<file path="src/rtl/svm6_pkg.sv">
package svm6_pkg;

  typedef logic [5:0] svec_t;

  localparam int unsigned SECTORS = 12;
  localparam int unsigned SLOTS   = 6;
  localparam int unsigned ACTS    = 4;
  localparam int unsigned SEGS    = 11;

  // Cyclic list of active states; sector k starts at position k-1
  function automatic svec_t ring_vec(input logic [3:0] idx);
    case (idx)
      4'd0:    ring_vec = 6'd45;
      4'd1:    ring_vec = 6'd37;
      4'd2:    ring_vec = 6'd36;
      4'd3:    ring_vec = 6'd52;
      4'd4:    ring_vec = 6'd54;
      4'd5:    ring_vec = 6'd22;
      4'd6:    ring_vec = 6'd18;
      4'd7:    ring_vec = 6'd26;
      4'd8:    ring_vec = 6'd27;
      4'd9:    ring_vec = 6'd11;
      4'd10:   ring_vec = 6'd9;
      4'd11:   ring_vec = 6'd41;
      default: ring_vec = 6'd45;
    endcase
  endfunction

  // First state of the virtual-zero pair per sector group
  function automatic svec_t vz_first(input logic [2:0] grp);
    case (grp)
      3'd0:    vz_first = 6'd49;
      3'd1:    vz_first = 6'd21;
      3'd2:    vz_first = 6'd28;
      3'd3:    vz_first = 6'd14;
      3'd4:    vz_first = 6'd42;
      3'd5:    vz_first = 6'd35;
      default: vz_first = 6'd49;
    endcase
  endfunction

  // Second state is the first state of the group three steps away
  function automatic svec_t vz_second(input logic [2:0] grp);
    if (grp < 3'd3) vz_second = vz_first(grp + 3'd3);
    else            vz_second = vz_first(grp - 3'd3);
  endfunction

endpackage

</file>
<file path="src/rtl/svm6_vector_lut.sv">
module svm6_vector_lut
  import svm6_pkg::*;
(
  input  logic [3:0]          sector_i,
  input  logic                rcm_i,
  output logic [SLOTS*6-1:0]  slots_o
);

  logic [3:0] base;
  logic [2:0] grp;
  svec_t      act [ACTS];

  assign base = sector_i - 4'd1;
  assign grp  = (sector_i == 4'd12) ? 3'd0 : sector_i[3:1];

  genvar j;
  generate
    for (j = 0; j < int'(ACTS); j++) begin : g_act
      logic [3:0] pos_raw;
      logic [3:0] pos;
      assign pos_raw = base + 4'(j);
      assign pos     = (pos_raw >= 4'(SECTORS)) ? pos_raw - 4'(SECTORS) : pos_raw;
      assign act[j]  = ring_vec(pos);
      assign slots_o[(j+1)*6 +: 6] = act[j];
    end
  endgenerate

  assign slots_o[0 +: 6]        = rcm_i ? vz_first(grp)  : 6'd0;
  assign slots_o[(SLOTS-1)*6 +: 6] = rcm_i ? vz_second(grp) : act[ACTS-1];

endmodule

</file>
<file path="src/rtl/svm6_cm_level.sv">
module svm6_cm_level (
  input  logic [2:0] half_i,
  output logic [1:0] code_o
);

  assign code_o = {1'b0, half_i[0]} + {1'b0, half_i[1]} + {1'b0, half_i[2]};

endmodule

</file>
<file path="src/rtl/svm6_dwell_timer.sv">
module svm6_dwell_timer
  import svm6_pkg::*;
#(
  parameter int unsigned W = 12
) (
  input  logic               clk,
  input  logic               rst_n,
  input  logic               rcm_i,
  input  logic [W-1:0]       period_i,
  input  logic [SLOTS*W-1:0] dwell_i,
  output logic               load_o,
  output logic               run_o,
  output logic               rcm_o,
  output logic [3:0]         seg_o,
  output logic               strobe_o,
  output logic               sat_o
);

  localparam int unsigned SW = W + 3;

  logic           run_q, rcm_q, sat_q;
  logic [W-1:0]   cnt_q, last_q;
  logic [W-1:0]   dur_q [SLOTS];

  logic           load;
  logic [W-1:0]   cnt_n, p_eff, d4_n;
  logic           sat_n;
  logic [SW-1:0]  others, full;

  logic [SW-1:0]  len [SEGS-1];
  logic [3:0]     seg;

  // ---------------- next state ----------------
  assign load  = !run_q || (cnt_q == last_q);
  assign cnt_n = load ? '0 : cnt_q + 1'b1;
  assign p_eff = (period_i == '0) ? W'(1) : period_i;

  always_comb begin
    others = SW'(dwell_i[0 +: W]) + SW'(dwell_i[W +: W]) + SW'(dwell_i[2*W +: W])
           + SW'(dwell_i[3*W +: W]) + (rcm_i ? SW'(dwell_i[5*W +: W]) : '0);
    full   = others + SW'(dwell_i[4*W +: W]);
    sat_n  = 1'b0;
    d4_n   = dwell_i[4*W +: W];
    if (full > SW'(p_eff)) begin
      sat_n = 1'b1;
      if (others >= SW'(p_eff)) d4_n = '0;
      else                      d4_n = W'(SW'(p_eff) - others);
    end
  end

  // ---------------- registers ----------------
  always_ff @(posedge clk or negedge rst_n) begin
    if (!rst_n) begin
      run_q  <= 1'b0;
      rcm_q  <= 1'b0;
      sat_q  <= 1'b0;
      cnt_q  <= '0;
      last_q <= '0;
      for (int k = 0; k < int'(SLOTS); k++) dur_q[k] <= '0;
    end else begin
      run_q <= 1'b1;
      cnt_q <= cnt_n;
      if (load) begin
        rcm_q  <= rcm_i;
        sat_q  <= sat_n;
        last_q <= p_eff - 1'b1;
        for (int k = 0; k < int'(SLOTS); k++) begin
          if (k == 4) dur_q[k] <= d4_n;
          else        dur_q[k] <= dwell_i[k*W +: W];
        end
      end
    end
  end

  // ---------------- segment lengths and position ----------------
  always_comb begin
    len[0] = SW'(dur_q[0] >> 1);
    len[1] = SW'(dur_q[1] >> 1);
    len[2] = SW'(dur_q[2] >> 1);
    len[3] = SW'(dur_q[3] >> 1);
    len[4] = rcm_q ? SW'(dur_q[4] >> 1) : '0;
    len[5] = rcm_q ? SW'(dur_q[5]) : SW'(dur_q[4]);
    len[6] = rcm_q ? SW'(dur_q[4] - (dur_q[4] >> 1)) : '0;
    len[7] = SW'(dur_q[3] - (dur_q[3] >> 1));
    len[8] = SW'(dur_q[2] - (dur_q[2] >> 1));
    len[9] = SW'(dur_q[1] - (dur_q[1] >> 1));
  end

  always_comb begin
    logic [SW-1:0] acc;
    acc = '0;
    seg = '0;
    for (int k = 0; k < int'(SEGS) - 1; k++) begin
      acc = acc + len[k];
      if (SW'(cnt_q) >= acc) seg = seg + 4'd1;
    end
  end

  assign load_o   = load;
  assign run_o    = run_q;
  assign rcm_o    = rcm_q;
  assign seg_o    = seg;
  assign strobe_o = run_q && (cnt_q == '0);
  assign sat_o    = sat_q;

  // ---------------- assertions ----------------
  logic [SW-1:0] total_q;
  assign total_q = SW'(dur_q[0]) + SW'(dur_q[1]) + SW'(dur_q[2]) + SW'(dur_q[3])
                 + SW'(dur_q[4]) + (rcm_q ? SW'(dur_q[5]) : '0);

  assert_cnt_range_R6: assert property (@(posedge clk) disable iff (!rst_n)
    run_q |-> (cnt_q <= last_q));

  assert_wrap_R6: assert property (@(posedge clk) disable iff (!rst_n)
    (run_q && (cnt_q == last_q)) |=> (cnt_q == '0));

  assert_fit_R8: assert property (@(posedge clk) disable iff (!rst_n)
    (run_q && !sat_q) |-> (total_q <= SW'(last_q) + 1'b1));

  assert_clip_R8: assert property (@(posedge clk) disable iff (!rst_n)
    (run_q && sat_q) |-> ((total_q == SW'(last_q) + 1'b1) || (dur_q[4] == '0)));

endmodule

</file>
<file path="src/rtl/svm6_sequencer.sv">
module svm6_sequencer
  import svm6_pkg::*;
#(
  parameter int unsigned W = 12
) (
  input  logic               clk,
  input  logic               rst_n,
  input  logic [3:0]         sector_i,
  input  logic               rcm_i,
  input  logic [W-1:0]       period_i,
  input  logic [SLOTS*W-1:0] dwell_i,
  output logic [5:0]         legs_o,
  output logic [1:0]         cm_abc_o,
  output logic [1:0]         cm_xyz_o,
  output logic               strobe_o,
  output logic               sat_o
);

  logic              load, run, rcm_q;
  logic [3:0]        seg;
  logic [3:0]        sector_q;
  logic [3:0]        sector_n;
  logic              sector_ok;
  logic [SLOTS*6-1:0] slots;
  logic [3:0]        slot;
  logic [1:0]        cm [2];

  svm6_dwell_timer #(.W(W)) u_timer (
    .clk      (clk),
    .rst_n    (rst_n),
    .rcm_i    (rcm_i),
    .period_i (period_i),
    .dwell_i  (dwell_i),
    .load_o   (load),
    .run_o    (run),
    .rcm_o    (rcm_q),
    .seg_o    (seg),
    .strobe_o (strobe_o),
    .sat_o    (sat_o)
  );

  // sector capture: only valid values replace the held sector
  assign sector_ok = (sector_i >= 4'd1) && (sector_i <= 4'(SECTORS));
  assign sector_n  = (load && sector_ok) ? sector_i : sector_q;

  always_ff @(posedge clk or negedge rst_n) begin
    if (!rst_n) sector_q <= 4'd1;
    else        sector_q <= sector_n;
  end

  svm6_vector_lut u_lut (
    .sector_i (sector_q),
    .rcm_i    (rcm_q),
    .slots_o  (slots)
  );

  // mirror the segment index onto the slot list
  assign slot   = (seg <= 4'(SLOTS-1)) ? seg : 4'(SEGS-1) - seg;
  assign legs_o = run ? slots[slot*6 +: 6] : 6'd0;

  genvar h;
  generate
    for (h = 0; h < 2; h++) begin : g_half
      svm6_cm_level u_cm (
        .half_i (legs_o[h*3 +: 3]),
        .code_o (cm[h])
      );
    end
  endgenerate

  assign cm_abc_o = cm[1];
  assign cm_xyz_o = cm[0];

  // ---------------- assertions ----------------
  assert_inner_only_R10: assert property (@(posedge clk) disable iff (!rst_n)
    (run && rcm_q) |-> ((cm_abc_o == 2'd1 || cm_abc_o == 2'd2) &&
                        (cm_xyz_o == 2'd1 || cm_xyz_o == 2'd2)));

  assert_conv_null_R3: assert property (@(posedge clk) disable iff (!rst_n)
    (run && !rcm_q && seg == 4'd0) |-> (legs_o == 6'd0));

  assert_sector_range_R7: assert property (@(posedge clk) disable iff (!rst_n)
    (sector_q >= 4'd1) && (sector_q <= 4'(SECTORS)));

endmodule

</file>
<file path="config.mk">
export PLATFORM = sky130hd
export DESIGN_NAME = svm6_sequencer
export DESIGN_NICKNAME = d
export VERILOG_FILES = /design/src/rtl/svm6_pkg.sv /design/src/rtl/svm6_vector_lut.sv /design/src/rtl/svm6_cm_level.sv /design/src/rtl/svm6_dwell_timer.sv /design/src/rtl/svm6_sequencer.sv
export SDC_FILE = /design/constraint.sdc
export NUM_CORES = 1
export LEC_CHECK = 0
export BUFFER_PORTS_ARGS = -buffer_cell sky130_fd_sc_hd__buf_2
export CORE_UTILIZATION = 51
export CTS_BUF_LIST = sky130_fd_sc_hd__clkbuf_16
export DETAILED_ROUTE_END_ITERATION = 12
export GPL_ROUTABILITY_DRIVEN = 1
export PLACE_DENSITY = 0.68
export SLEW_MARGIN = 20
export SYNTH_ARGS = -nofsm -noshare
export SYNTH_HDL_FRONTEND = slang
export SYNTH_SLANG_ARGS = --single-unit
</file>
<file path="constraint.sdc">
create_clock -name clk -period 19.8 [get_ports clk]
set_clock_uncertainty 0.15 [all_clocks]
set_input_delay 2.97 -clock clk [delete_from_list [all_inputs] [get_ports clk]]
set_output_delay 2.97 -clock clk [all_outputs]
set_load 0.02 [all_outputs]
</file>
; ---- Word level (Yosys, flattened, before mapping)
; Memories as Yosys holds them, arrays and structs flattened.
; Index checks and enable logic that the tools add are counted.
[word_totals]
reg_bits = 103
rom_bits = 384
inputBits = 91
output_inout_bits = 12
word_cells = 139
memories = 4
[op_classes]
n_addsub = 45
mul = 1
order_cmp = 20
eq_ne = 17
shift = 1
mux = 32
n_reduce_logical = 7
[mem_list]
columns = name, depth, word_bits, rd, rd_ports_with_merged_regs, wr, line_no
row1 = (no name shown), 16, 6, 1, 0, 0, svm6_pkg.sv:12  ; case (idx)
row2 = (no name shown), 16, 6, 1, 0, 0, svm6_pkg.sv:12
row3 = (no name shown), 16, 6, 1, 0, 0, svm6_pkg.sv:12
row4 = (no name shown), 16, 6, 1, 0, 0, svm6_pkg.sv:12
[ops]
columns = cell, n
row1 = $ge A12 B15 Y1, 9
row2 = $add A15 B15 Y15, 6
row3 = $pmux W6 S5, 3
row4 = $mux W12, 6
row5 = $add A15 B12 Y15, 4
row6 = $mux W4, 14
row7 = $sub A12 B11 Y13, 4
row8 = $add A4 B1 Y4 const B, 9
row9 = $shiftx A36 B8 Y6, 1
row10 = $add A15 B11 Y15, 2
row11 = $logic_not A12 Y1, 2
row12 = $mux W6, 4
row13 = $eq A3 B2 Y1 const B, 6
row14 = $eq A3 B3 Y1 const B, 6
row15 = $ge A4 B4 Y1 const B, 4
row16 = $sub A4 B4 Y4 const B, 4
row17 = $ge A15 B12 Y1, 1
row18 = $gt A15 B12 Y1, 1
row19 = $mux W15, 1
row20 = $add A12 B12 Y13, 1
row21 = $add A11 B11 Y12, 1
row22 = $add A12 B1 Y12 const B, 1
row23 = $eq A12 B12 Y1, 1
row24 = $ge A12 B11 Y1, 1
row25 = 23 further kinds, 31

; ---- Depth between registers and ports, before layout
[depth]
depth_word = 27
depth_mapped = 64
mapped_depth_nobuf = 63

; ---- By module
; From an unflattened synthesis, not the netlist that was laid out.
[hier_totals]
hier_cells = 2408
hier_area_um2 = 19740.2
[by_module_without_submodules]
columns = mod, n_inst, cells_each, area_each_um2
row1 = svm6_dwell_timer, 1, 2139, 17767.0
row2 = svm6_vector_lut, 1, 189, 1252.5
row3 = svm6_sequencer, 1, 78, 680.7
row4 = svm6_cm_level, 2, 1, 20.0

; ---- Worst setup path after synthesis
; Ideal clock, no wire load.
[synth_timing]
kind = register to output
startpoint = register u_timer.dur_q[49] (netlist bit)
endpoint = output cm_abc_o[0]
arrival_time_ps = 12337
required_time_ps = 16680
slack_ps = 4343
path_stages_with_launch = 58
path_buffers = 1
path_cell_list = dfrtp_1 ha_1 inv_1 fa_1 inv_1 fa_1 a211oi_1 o21bai_1 a21oi_1 xnor2_1 ha_1 a21o_1 o21ai_1 o21ba_2 o21ai_0 nand2b_1 xor2_1 ha_1 [22 not listed] a21oi_1 a22o_1 inv_1 ha_1 nand2_1 nand2_1 ha_1 nand3b_1 o31a_1 ha_1 mux2_2 inv_1 ha_1 or3_1 mux2i_1 o31ai_2 o32ai_1 fa_1
[synth_via]
elab_chain_cells = 26
elab_cells_between_ends = 44
[synth_rtl]
columns = item, line_no
row1 = from (decl), svm6_dwell_timer.sv:23  ; logic [W-1:0] dur_q [SLOTS];
row2 = "from (signal, indexed assignment)", svm6_dwell_timer.sv:68  ; if (k == 4) dur_q[k] <= d4_n;
row3 = "from (signal, indexed assignment)", svm6_dwell_timer.sv:69  ; else dur_q[k] <= dwell_i[k*W +: W];
row4 = "parallel branches: the longest is 18 deep, another holds $add A15 B11 Y15", -
row5 = $mux W4 *, svm6_dwell_timer.sv:95  ; if (SW'(cnt_q) >= acc) seg = seg + 4'd1;
row6 = $sub A4 B4 Y4 or $le A4 B3 Y1 (tied branches), svm6_sequencer.sv:58  ; assign slot = (seg <= 4'(SLOTS-1)) ? seg : 4'(SEGS-1) - seg;
row7 = $mux W4 *, svm6_sequencer.sv:58
row8 = $mul A4 B2 Y6 *, svm6_sequencer.sv:59  ; assign legs_o = run ? slots[slot*6 +: 6] : 6'd0;
row9 = $shiftx A36 B8 Y6 *, svm6_sequencer.sv:59
row10 = $mux W6 *, svm6_sequencer.sv:59
row11 = net legs_o[4], svm6_sequencer.sv:12  ; output logic [5:0] legs_o,
row12 = $add A1 B1 Y2 *, svm6_cm_level.sv:6  ; assign code_o = {1'b0, half_i[0]} + {1'b0, half_i[1]} + {1'b0, half_i[2]};
row13 = $add A2 B1 Y2 *, svm6_cm_level.sv:6
row14 = to (decl), svm6_sequencer.sv:13  ; output logic [1:0] cm_abc_o,
; Mark *: on every way through the listed nets, which the timed path passes.

; ---- Worst setup path after layout
[layout_timing]
startpoint = register u_timer.dur_q[49] (netlist bit)
endpoint = output cm_abc_o[0]
[layout_via]
elab_chain_cells = 26
elab_cells_between_ends = 44
[layout_rtl]
columns = item, line_no
row1 = "parallel branches: the longest is 18 deep, another holds $add A15 B11 Y15", -
row2 = $mux W4 *, svm6_dwell_timer.sv:95
row3 = $sub A4 B4 Y4 or $le A4 B3 Y1 (tied branches), svm6_sequencer.sv:58
row4 = $mux W4 *, svm6_sequencer.sv:58
row5 = $mul A4 B2 Y6 *, svm6_sequencer.sv:59
row6 = $shiftx A36 B8 Y6 *, svm6_sequencer.sv:59
row7 = $mux W6 *, svm6_sequencer.sv:59
row8 = $add A1 B1 Y2, svm6_cm_level.sv:6
row9 = $add A2 B1 Y2 *, svm6_cm_level.sv:6
; Mark *: on every way between the ends.

==> metrics <==
status finished, final reports clean; CP endpoint kind output pin; Setup Fix Bufs, Post-CTS 0; core area 38700 sq um; placed cells 3114; CTS tree built; ANT cells 0; nets 3121; row cnt 72; CTS Buf Count 9; Clock transition at path regs 80 ps; Slew @ Worst Pin 940 ps; Worst slew margin 0.357; Final Slew Violations 0; Syn Area/Cell 7.92 sq um; DRC viols 0; initial antenna violation count 1; Die X 201 um; # hold bufs at CTS 0; ANT nets after route 0; kind of critical path reg2out; ratio of cells with drive above 1 in the final layout 0.0785; Routed WL 57700 um; Max Cap Viol 0; Skew-Pair Late Insertion Delay 370 ps; drt pass-1 iters 7; Via density 5.81; largest net degree at the start of global routing 73; Period minus WS final 17200 ps; Slowest-stage cell, CP a2111oi_0; clk sinks 102; number of global-route vias before repair 17.5k; Req. time, crit path 16680 ps; vias post-DR 18.2k; most common cell after layout, fill and taps aside ha_1; H-tree depth 3; Final period util 0.869; Total GRT Usage 0.287; Gate Count Post-Synth 2537; DR iter-0 viols 1258; crit-path max FO 21; R2R Path Start u_timer.cnt_q[1]; CP peak stage delay 710 ps; Top FF cell, synth dfrtp_1; Layout area overhead 6.84%; # IOs 103; FFs w/ async S/R, synth 1.00; Die ar. 40200 sq um; Final GP Congestion 0.947; Post-Layout Cell Count 3130; clk buf depth 2; Post-synth EDFFs 0; DP Wirelength 48500 um; Initial Utilization 0.519; fillers 3703; hold path start u_timer.dur_q[2]; syn nets 3051; critical path arrival 14080 ps; PostCTS Resize Cnt 0; post-layout util 0.555; final hold slack 326 ps; endpoints failing setup 0; Yosys reg bits 102; worst hold-check path type reg2reg; Cell Area, Synth 20100 sq um; f_max 0.0581 GHz; commonest cells after routing, fill and taps aside ha_1, inv_1, nand2_1; sequential area share after synthesis 0.127; first-pass GRT wire length 92600 um; synth unique cells 111; Die Y 201 um; Buffers on Ports 102; Setup crit start kind register; Most common cell on crit path ha_1; unrepaired setup endpoints after global routing false; yosys warns 0; setup TNS 0 ps; DR WL/cell 18.4 um; CTS Root Cell clkbuf_16; Final Hold Viols 0; total grt overflow 0; worst setup path start u_timer.dur_q[49]
[synth_stat cells, types with 6 or more instances]
| cell | n | area (sq um) |
|---|---|---|
| a211oi_1 | 19 | 143 |
| a21boi_0 | 10 | 75.1 |
| a21o_1 | 82 | 616 |
| a21oi_1 | 194 | 971 |
| a31oi_1 | 26 | 163 |
| and2_1 | 11 | 68.8 |
| and3_1 | 19 | 119 |
| clkbuf_1 | 53 | 199 |
| dfrtp_1 | 101 | 2530 |
| fa_1 | 42 | 841 |
| ha_1 | 381 | 4770 |
| inv_1 | 294 | 1100 |
| maj3_1 | 6 | 60.1 |
| mux2_2 | 7 | 78.8 |
| mux2i_1 | 18 | 180 |
| nand2_1 | 211 | 792 |
| nand2b_1 | 47 | 294 |
| nand3_1 | 36 | 180 |
| nand3b_1 | 15 | 113 |
| nand4_1 | 22 | 138 |
| nor2_1 | 148 | 556 |
| nor2b_1 | 40 | 250 |
| nor3_1 | 45 | 225 |
| nor4_1 | 13 | 81.3 |
| nor4b_1 | 7 | 61.3 |
| o211ai_1 | 19 | 143 |
| o21a_1 | 25 | 188 |
| o21ai_0 | 174 | 871 |
| o21ai_1 | 7 | 35.0 |
| o21bai_1 | 39 | 293 |
| o221ai_1 | 7 | 61.3 |
| o22ai_1 | 9 | 56.3 |
| o31a_1 | 8 | 70.1 |
| o31ai_1 | 10 | 75.1 |
| or2_2 | 8 | 50.1 |
| or3_1 | 8 | 50.1 |
| xnor2_1 | 151 | 1320 |
| xnor3_1 | 7 | 158 |
| xor2_1 | 71 | 622 |
[critical path, delay by kind of cell (launching register included)]
| family | cells | cell delay, ps |
|---|---|---|
| compound gates | 14 | 2950 |
| xor+xnor | 11 | 2390 |
| fa+ha+maj | 12 | 4010 |
| buf+inv | 5 | 600 |
| flops | 1 | 470 |
| mux | 1 | 350 |
| simple gates | 15 | 2910 |
[final timing paths]
path | slack [ps] | endpoint | cells past startpoint
min in group asynchronous | 2420 | sector_q[1] | 1
worst max-delay path | 2600 | cm_abc_o[0] | 58
worst min-delay path | 330 | u_timer.dur_q[2] | 2
worst max register to register | 16480 | u_timer.dur_q[45] | 8
max in group asynchronous | 15780 | u_timer.dur_q[41] | 2
worst min register to register | 330 | u_timer.dur_q[2] | 2
[logic make-up (layout without fill, tap and decap cells)]
family,count (synthesis),count (layout),share of synthesized area
other cells,1,1,0.000187
compound gates,712,712,0.230
buf+inv,363,438,0.0686
mux,27,27,0.0143
fa+ha+maj,430,430,0.282
flops,102,102,0.127
simple gates,663,663,0.162
xor+xnor,239,239,0.115
[flip-flops by register name, indices dropped and copies added (netlist names)]
register        cells
u_timer.last_q     12
u_timer.run_o       1
sector_q            4
u_timer.cnt_q      12
u_timer.rcm_o       1
u_timer.sat_o       1
u_timer.dur_q      71
[per-layer routing]
| layer | vias up | GRT usage | part of all wire |
|---|---|---|---|
| met1 | 8581 | 0.407 | 0.48 |
| met4 | 0 | 0.104 | 0.033 |
| met3 | 78 | 0.0278 | 0.054 |
| met2 | 474 | 0.451 | 0.43 |
| li1 | 9053 | - | - |
| met5 | - | 0 | 0 |
[metrics by stage]
stage	instance area, sq um	setup WS [ps]
after floorplan	20100	4340
after CTS	21500	2400
final	21500	2600
after global routing	21500	1300
after global placement	21200	3270
after detailed placement	21200	2870
[final cells by class]
| cell class | count | area, sq um | area share |
|---|---|---|---|
| Inverter | 299 | 1120 | 0.0522 |
| Timing Repair Buffer | 123 | 671 | 0.0312 |
| Tap cell | 518 | 648 | 0.0302 |
| Multi-Input combinational cell | 2072 | 16200 | 0.755 |
| Clock buffer | 9 | 225 | 0.0105 |
| Clock inverter | 7 | 48.8 | 0.00227 |
| Sequential cell | 102 | 2550 | 0.119 |
Power is not shown: default switching activity piles up to over one toggle a cycle in this logic, so the estimate is an artifact.
